==> src/rtl/gpio_lock_pkg.sv <==
package gpio_lock_pkg;
  localparam int PIN_COUNT    = 16;
  localparam int BUS_W        = 2 * PIN_COUNT;
  localparam int FIELD_W      = 4;
  localparam int PINS_PER_CFG = BUS_W / FIELD_W;
  localparam int CFG_REGS     = PIN_COUNT / PINS_PER_CFG;
  localparam int CFG_SEL_W    = (CFG_REGS > 1) ? $clog2(CFG_REGS) : 1;
  localparam int ADDR_W       = 3;
  localparam int KEY_BIT      = PIN_COUNT;
  localparam logic [FIELD_W-1:0] CFG_RESET = 4'h4;

  typedef enum logic [ADDR_W-1:0] {
    ADR_CFG_LO = 3'd0,
    ADR_CFG_HI = 3'd1,
    ADR_IN     = 3'd2,
    ADR_OUT    = 3'd3,
    ADR_SETCLR = 3'd4,
    ADR_CLR    = 3'd5,
    ADR_LOCK   = 3'd6
  } reg_addr_e;

  typedef enum logic [2:0] {
    LK_IDLE, LK_ONE, LK_ZERO, LK_ARMED, LK_DONE
  } lock_state_e;

  typedef struct packed {
    logic                 cfgWr;
    logic [CFG_SEL_W-1:0] cfgSel;
    logic                 odrWr;
    logic                 bsrWr;
    logic                 brWr;
    logic                 locked;
    logic [PIN_COUNT-1:0] lockMask;
  } strobe_t;
endpackage

==> src/rtl/gpio_lock_ctrl.sv <==
module gpio_lock_ctrl
  import gpio_lock_pkg::*;
(
  input  logic                 clk,
  input  logic                 rstN,
  input  logic                 busWrEn,
  input  logic                 busRdEn,
  input  logic [ADDR_W-1:0]    busAddr,
  input  logic                 keyIn,
  input  logic [PIN_COUNT-1:0] lockBitsIn,
  output strobe_t              strb
);
  lock_state_e lockState, lockNext;
  logic [PIN_COUNT-1:0] lockBitsQ;
  logic lockWr, lockRd, sameBits;

  assign lockWr   = busWrEn && (busAddr == ADR_LOCK);
  assign lockRd   = busRdEn && (busAddr == ADR_LOCK);
  assign sameBits = (lockBitsIn == lockBitsQ);

  // key sequence: 1, 0, 1 with equal bits, then a read
  always_comb begin
    lockNext = lockState;
    if (lockState != LK_DONE) begin
      if (lockWr) begin
        if (keyIn)
          lockNext = (lockState == LK_ZERO && sameBits) ? LK_ARMED : LK_ONE;
        else
          lockNext = (lockState == LK_ONE && sameBits) ? LK_ZERO : LK_IDLE;
      end else if (lockRd && lockState == LK_ARMED) begin
        lockNext = LK_DONE;
      end
    end
  end

  always_ff @(posedge clk) begin
    if (!rstN) begin
      lockState <= LK_IDLE;
      lockBitsQ <= '0;
    end else begin
      lockState <= lockNext;
      if (lockWr && lockState != LK_DONE) lockBitsQ <= lockBitsIn;
    end
  end

  always_comb begin
    strb.cfgWr    = busWrEn && (int'(busAddr) < CFG_REGS);
    strb.cfgSel   = busAddr[CFG_SEL_W-1:0];
    strb.odrWr    = busWrEn && (busAddr == ADR_OUT);
    strb.bsrWr    = busWrEn && (busAddr == ADR_SETCLR);
    strb.brWr     = busWrEn && (busAddr == ADR_CLR);
    strb.locked   = (lockState == LK_DONE);
    strb.lockMask = lockBitsQ;
  end


  lock_sticky_chk: assert property (@(posedge clk) disable iff (!rstN)
    strb.locked |=> strb.locked);

  lock_bits_frozen_chk: assert property (@(posedge clk) disable iff (!rstN)
    strb.locked |=> $stable(lockBitsQ));

  lock_by_read_chk: assert property (@(posedge clk) disable iff (!rstN)
    (!strb.locked && lockRd && lockState == LK_ARMED) |=> strb.locked);

  one_strobe_chk: assert property (@(posedge clk) disable iff (!rstN)
    $onehot0({strb.cfgWr, strb.odrWr, strb.bsrWr, strb.brWr}));
endmodule

==> src/rtl/gpio_lock_dp.sv <==
module gpio_lock_dp
  import gpio_lock_pkg::*;
#(
  parameter int SYNC_STAGES = 2
) (
  input  logic                 clk,
  input  logic                 rstN,
  input  strobe_t              strb,
  input  logic                 busRdEn,
  input  logic [ADDR_W-1:0]    busAddr,
  input  logic [BUS_W-1:0]     busWrData,
  output logic [BUS_W-1:0]     busRdData,
  input  logic [PIN_COUNT-1:0] padIn,
  output logic [PIN_COUNT-1:0] padOut,
  output logic [PIN_COUNT-1:0] padOe,
  output logic [PIN_COUNT-1:0] padOd,
  output logic [PIN_COUNT-1:0] afSel,
  output logic [PIN_COUNT-1:0] pullEn,
  output logic [PIN_COUNT-1:0] pullUp,
  output logic [PIN_COUNT-1:0] analogEn
);
  logic [PIN_COUNT-1:0][FIELD_W-1:0] cfgQ;
  logic [PIN_COUNT-1:0] odrQ;
  logic [PIN_COUNT-1:0] syncQ [SYNC_STAGES];
  logic [BUS_W-1:0] cfgWord [CFG_REGS];

  always_ff @(posedge clk) begin
    if (!rstN) begin
      for (int p = 0; p < PIN_COUNT; p++) cfgQ[p] <= CFG_RESET;
    end else if (strb.cfgWr) begin
      for (int p = 0; p < PIN_COUNT; p++)
        if (int'(strb.cfgSel) == p / PINS_PER_CFG && !(strb.locked && strb.lockMask[p]))
          cfgQ[p] <= busWrData[(p % PINS_PER_CFG) * FIELD_W +: FIELD_W];
    end
  end

  always_ff @(posedge clk) begin
    if (!rstN)            odrQ <= '0;
    else if (strb.odrWr)  odrQ <= busWrData[PIN_COUNT-1:0];
    else if (strb.bsrWr)  odrQ <= (odrQ & ~busWrData[BUS_W-1:PIN_COUNT]) | busWrData[PIN_COUNT-1:0];
    else if (strb.brWr)   odrQ <= odrQ & ~busWrData[PIN_COUNT-1:0];
  end

  always_ff @(posedge clk) begin
    if (!rstN) begin
      for (int s = 0; s < SYNC_STAGES; s++) syncQ[s] <= '0;
    end else begin
      syncQ[0] <= padIn;
      for (int s = 1; s < SYNC_STAGES; s++) syncQ[s] <= syncQ[s-1];
    end
  end

  always_comb begin
    for (int r = 0; r < CFG_REGS; r++)
      for (int i = 0; i < PINS_PER_CFG; i++)
        cfgWord[r][i*FIELD_W +: FIELD_W] = cfgQ[r*PINS_PER_CFG + i];
  end

  always_comb begin
    busRdData = '0;
    if (busRdEn) begin
      if (int'(busAddr) < CFG_REGS) busRdData = cfgWord[busAddr[CFG_SEL_W-1:0]];
      else if (busAddr == ADR_IN)   busRdData[PIN_COUNT-1:0] = syncQ[SYNC_STAGES-1];
      else if (busAddr == ADR_OUT)  busRdData[PIN_COUNT-1:0] = odrQ;
      else if (busAddr == ADR_LOCK) busRdData[KEY_BIT:0] = {strb.locked, strb.lockMask};
    end
  end

  always_comb begin
    for (int p = 0; p < PIN_COUNT; p++) begin
      padOut[p]   = odrQ[p];
      padOe[p]    = (cfgQ[p][1:0] != 2'b00);
      padOd[p]    = padOe[p] && cfgQ[p][2];
      afSel[p]    = padOe[p] && cfgQ[p][3];
      pullEn[p]   = !padOe[p] && (cfgQ[p][3:2] == 2'b10);
      pullUp[p]   = pullEn[p] && odrQ[p];
      analogEn[p] = !padOe[p] && (cfgQ[p][3:2] == 2'b00);
    end
  end


  set_bits_chk: assert property (@(posedge clk) disable iff (!rstN)
    strb.bsrWr |=> ((odrQ & $past(busWrData[PIN_COUNT-1:0])) == $past(busWrData[PIN_COUNT-1:0])));

  clear_bits_chk: assert property (@(posedge clk) disable iff (!rstN)
    strb.brWr |=> ((odrQ & $past(busWrData[PIN_COUNT-1:0])) == '0));

  pull_vs_drive_chk: assert property (@(posedge clk) disable iff (!rstN)
    (pullEn & padOe) == '0);

  for (genvar g = 0; g < PIN_COUNT; g++) begin : g_lockChk

    locked_field_chk: assert property (@(posedge clk) disable iff (!rstN)
      (strb.locked && strb.lockMask[g]) |=> $stable(cfgQ[g]));
  end
endmodule

==> src/rtl/gpio_lock_port.sv <==
module gpio_lock_port
  import gpio_lock_pkg::*;
#(
  parameter int SYNC_STAGES = 2
) (
  input  logic        clk,
  input  logic        rstN,
  input  logic        busWrEn,
  input  logic        busRdEn,
  input  logic [2:0]  busAddr,
  input  logic [31:0] busWrData,
  output logic [31:0] busRdData,
  input  logic [15:0] padIn,
  output logic [15:0] padOut,
  output logic [15:0] padOe,
  output logic [15:0] padOd,
  output logic [15:0] afSel,
  output logic [15:0] pullEn,
  output logic [15:0] pullUp,
  output logic [15:0] analogEn
);
  strobe_t strb;

  gpio_lock_ctrl ctrl_i (
    .clk(clk), .rstN(rstN), .busWrEn(busWrEn), .busRdEn(busRdEn),
    .busAddr(busAddr), .keyIn(busWrData[KEY_BIT]),
    .lockBitsIn(busWrData[PIN_COUNT-1:0]), .strb(strb)
  );

  gpio_lock_dp #(.SYNC_STAGES(SYNC_STAGES)) dp_i (
    .clk(clk), .rstN(rstN), .strb(strb), .busRdEn(busRdEn),
    .busAddr(busAddr), .busWrData(busWrData), .busRdData(busRdData),
    .padIn(padIn), .padOut(padOut), .padOe(padOe), .padOd(padOd),
    .afSel(afSel), .pullEn(pullEn), .pullUp(pullUp), .analogEn(analogEn)
  );
endmodule

==> config.mk <==
export PLATFORM = sky130hd
export DESIGN_NAME = gpio_lock_port
export DESIGN_NICKNAME = d
export VERILOG_FILES = /design/src/rtl/gpio_lock_pkg.sv /design/src/rtl/gpio_lock_ctrl.sv /design/src/rtl/gpio_lock_dp.sv /design/src/rtl/gpio_lock_port.sv
export SDC_FILE = /design/constraint.sdc
export NUM_CORES = 1
export LEC_CHECK = 0
export ABC_AREA = 0
export ABC_CLOCK_PERIOD_IN_PS = 2400
export CORE_ASPECT_RATIO = 0.5
export CORE_MARGIN = 2
export CORE_UTILIZATION = 49
export CTS_BUF_LIST = sky130_fd_sc_hd__clkbuf_8
export CTS_CLUSTER_SIZE = 10
export DETAILED_ROUTE_END_ITERATION = 8
export GPL_ROUTABILITY_DRIVEN = 1
export PLACE_DENSITY = 0.81
export SYNTH_ARGS = -nofsm -noshare
export SYNTH_HDL_FRONTEND = slang
export SYNTH_SLANG_ARGS = --single-unit
==> constraint.sdc <==
create_clock -name clk -period 2.4 [get_ports clk]
set_input_delay 0.36 -clock clk [delete_from_list [all_inputs] [get_ports clk]]
set_output_delay 0.36 -clock clk [all_outputs]
set_load 0.05 [all_outputs]
==> results by group <==
Outcome
  • Status: finished clean

Logic synthesis
  • Number of flip-flops and latches in the synthesized netlist: 131
  • Seq/Total Area, Yosys: 39.2%
  • Commonest register cell after synthesis: sky130_fd_sc_hd__dfxtp_1
  • Post-synthesis average cell area: 8.62 um2
  • Count of flip-flops with a built-in enable after synthesis: 0
  • Syn Inst Count: 776
  • Count of distinct cell types in the synthesized netlist: 33
  • Post-synth net total: 831
  • Warnings, synthesis: 0
  • Share of async-settable or async-resettable flops after synthesis: 0%
  • Area of the mapped netlist: 6690 um2

Critical path
  • Worst-path fanout max: 5
  • Worst Setup Path Type: reg -> out
  • Launching element type of the critical path: flop
  • Worst reg2reg path startpoint: ctrl_i.lockState[0]$_SDFFE_PN0P_
  • Critical path capture point type: output pin
  • CP Data Required Time: 2.04 ns
  • Reg-to-reg critical path endpoint: dp_i.cfgQ[58]$_SDFFE_PN1P_
  • Flop2flop setup slack: 0.78 ns
  • Worst path cell trace: or2_2 > and2_1 > clkdlybuf4s50_1
  • Crit-path max cell delay: 0.69 ns
  • Critical Path Slowest Stage Cell: sky130_fd_sc_hd__clkdlybuf4s50_1
  • R2R depth: 6
  • Data arrival time at the worst-slack endpoint: 2.00 ns

Power
  • Leak pwr: 4.18 nW
  • Switching power total: 0.00162 W
  • Switching share of power: 32.1%
  • Comb pwr share: 18.2%
  • Relative contribution of the clock network to total power: 36.2%
  • Worst vdd rail ir drop: 295 uV
  • Cell area power density: 509 nW/um2
  • Internal power: 0.00342 W
  • Proportion of power drawn by flip-flops and latches: 45.6%

STA
  • Unrepaired setup endpoints after global routing: no
  • Min Clock Period, post-route: 2.36 ns
  • Final Cycle Share: 98.3%
  • Headroom to the max-slew limit: 48.8%
  • Setup-violating endpoint count in the final report: 0
  • Final Slew Violations: 0
  • Worst-margin pin slew: 0.768 ns
  • Worst hold-check slack: 0.218 ns
  • Setup clock skew after layout: 0.0103 ns
  • Max Clk Rate: 424 MHz
  • Final Hold Fails: 0
  • Worst path setup slack after routing: 0.0405 ns

Cells and area
  • Final core utilization: 73.6%
  • Number of nets in the final layout: 1029
  • Layout fillers: 1018
  • Area added between synthesis and finish: 48.0%
  • Antenna diode instance count: 0
  • Post-Layout Cell Count: 1163
  • Highest-count cells in the layout ignoring fill and taps: 131 x sky130_fd_sc_hd__dfxtp_1, 96 x sky130_fd_sc_hd__clkdlybuf4s50_1, 81 x sky130_fd_sc_hd__mux2i_1
  • Most common cell after layout, fill and taps aside: sky130_fd_sc_hd__dfxtp_1
  • Fraction of final layout cells sized beyond drive strength 1: 23.2%
  • Post-route standard cell area excluding fillers: 9900 um2

Route
  • Residual antenna-violating net count after detailed routing: 0
  • Post-detailed-route wirelength per cell: 18.8 um
  • DRC violations left: 0
  • Total Routed Length: 21800 um
  • Number of DRC violations after detailed-routing iteration 0: 615
  • First-pass DRT Iterations: 5
  • Vias per inst: 5.56
  • Total vias in the final route: 6467

Hold path
  • Number of cells traversed by the worst hold path: 2
  • Start point of the worst min-delay path: rstN
  • Class of the most critical hold timing path: in -> reg
  • Endpoint of the worst hold path: dp_i.cfgQ[14]$_SDFFE_PN1P_

Clock network
  • CTS tree: built
  • CTS sink count: 131
  • Clock Tree Buf Depth: 2
  • Clock latency at the later pin of the worst-skew pair: 0.45 ns
  • Count of H-tree levels built during CTS: 4
  • Number of hold-repair buffers added at the cts stage: 0
  • Worst-path clk slew: 0.08 ns
  • Setup repair bufs after CTS: 0
  • Clock root buffer: sky130_fd_sc_hd__clkbuf_8
  • Number of buffers added by the clock tree synthesis step: 17

GRT
  • Remaining global-route overflow: 0
  • Tot GR Track Use: 29.5%
  • Antenna violations before repair: 0
  • Vias in the first global route: 6043
  • Wire length of the first global-routing pass: 33400 um
  • Pin count of the biggest net entering global routing: 59

Floorplan
  • Die Span Y: 86.6 um
  • Floorplan die area: 14700 um2
  • Starting density of the core: 49.8%
  • Placement Rows: 30
  • Die width: 169 um
  • Placeable core area: 13400 um2
  • I/O pin count: 199

Placement
  • Placed cell areas: 9450 um2
  • Post-detail-place hpwl: 16100 um
  • Quantity of I/O buffers inserted on ports: 198
  • Setup slack after placement: -0.0346 ns
  • Placer's final routability congestion estimate: 0.937
  • Placed Cells incl. Taps: 1131

Flow run
  • Number of maximum-capacitance violations: 0
[metrics by stage]
stage	setup TNS [ns]	total power [W]
finish	0	0.00504
global route	0	0.00520
CTS	0	0.00505
detailed placement	-0.0679	0.00325
global placement	0	0.00324
floorplan	-0.0341	0.00285
[worst max path at each step]
stage,start,to,slack [ns],cells past startpoint
global placement,busAddr[1],busRdData[6],0.02,6
floorplan,busAddr[1],busRdData[14],-0.03,6
finish,dp_i.cfgQ[8]$_SDFFE_PN0P_,afSel[2],0.04,3
detailed placement,busAddr[1],busRdData[5],-0.03,6
CTS,dp_i.cfgQ[32]$_SDFFE_PN0P_,afSel[8],0.0006,3
global route,dp_i.cfgQ[40]$_SDFFE_PN0P_,padOd[10],0.0008,3
[state kept, by name, summed over array words and instances (netlist names)]
register and flops:
ctrl_i.lockBitsQ 16, ctrl_i.lockState 3, dp_i.cfgQ 64, dp_i.padOut 16
dp_i.syncQ 32
[cells in the mapped netlist, types with 15 or more instances]
master,instances,area share [%]
sky130_fd_sc_hd__mux2_2,15,2.5
sky130_fd_sc_hd__and2_1,80,7.5
sky130_fd_sc_hd__mux2i_1,81,12
sky130_fd_sc_hd__nand2b_1,18,1.7
sky130_fd_sc_hd__clkbuf_1,60,3.4
sky130_fd_sc_hd__nor2_1,33,1.9
sky130_fd_sc_hd__xnor2_1,16,2.1
sky130_fd_sc_hd__or2_2,16,1.5
sky130_fd_sc_hd__o21ai_0,33,2.5
sky130_fd_sc_hd__nand2_1,68,3.8
sky130_fd_sc_hd__a32o_1,17,2.5
sky130_fd_sc_hd__nor2b_1,48,4.5
sky130_fd_sc_hd__and3_1,21,2.0
sky130_fd_sc_hd__a21oi_1,42,3.1
sky130_fd_sc_hd__inv_1,18,1.0
sky130_fd_sc_hd__nor3_1,16,1.2
sky130_fd_sc_hd__dfxtp_1,131,39
sky130_fd_sc_hd__o221ai_1,15,2.0
[power groups by stage]
stage	clock network, W	logic (W)	registers, W
2_1_floorplan	0	0.000497	0.00235
3_3_place_gp	0	0.000894	0.00235
3_5_place_dp	0	0.000905	0.00235
4_1_cts	0.00184	0.000909	0.00230
5_1_grt	0.00193	0.000966	0.00231
6_report	0.00182	0.000918	0.00230
[final cells by class]
class | instances | area, um2 | area share [%]
inverters | 18 | 67.6 | 0.683
well taps | 176 | 220 | 2.23
clock inverters | 14 | 139 | 1.40
multi-input cells | 564 | 4010 | 40.5
clock buffers | 18 | 248 | 2.50
flip-flops and latches | 131 | 2620 | 26.5
repair buffers | 242 | 2590 | 26.1
[logic make-up after synthesis]
| logic type | share of synthesized area (%) |
|---|---|
| buffers and inverters | 4.60 |
| DFF | 39.2 |
| and+or+nand+nor | 25.9 |
| xor gates and xnor gates | 2.10 |
| AOI/OAI and AO/OA | 13.5 |
| muxes | 14.7 |
[worst max-delay path: cells and delay by family, from the launching register on]
family | cells | cell delay, ns
buffers and inverters | 1 | 0.69
AND/OR/NAND/NOR | 2 | 0.53
flip-flops | 1 | 0.34
[metal layers]
layer	track usage [%]	routed length, um	vias to the layer above
met5	0	0	-
met4	5.98	198	0
met3	8.63	2240	22
met2	45.3	9600	296
met1	41.5	9790	3112
li1	-	-	3037
[repair_timing]
action                                 CTS  global route
pin swaps                                2             1
resized for setup                       19            22
endpoints found under the hold margin    0             0
setup endpoints to repair               20            38
(Power assumes the default switching activity.)
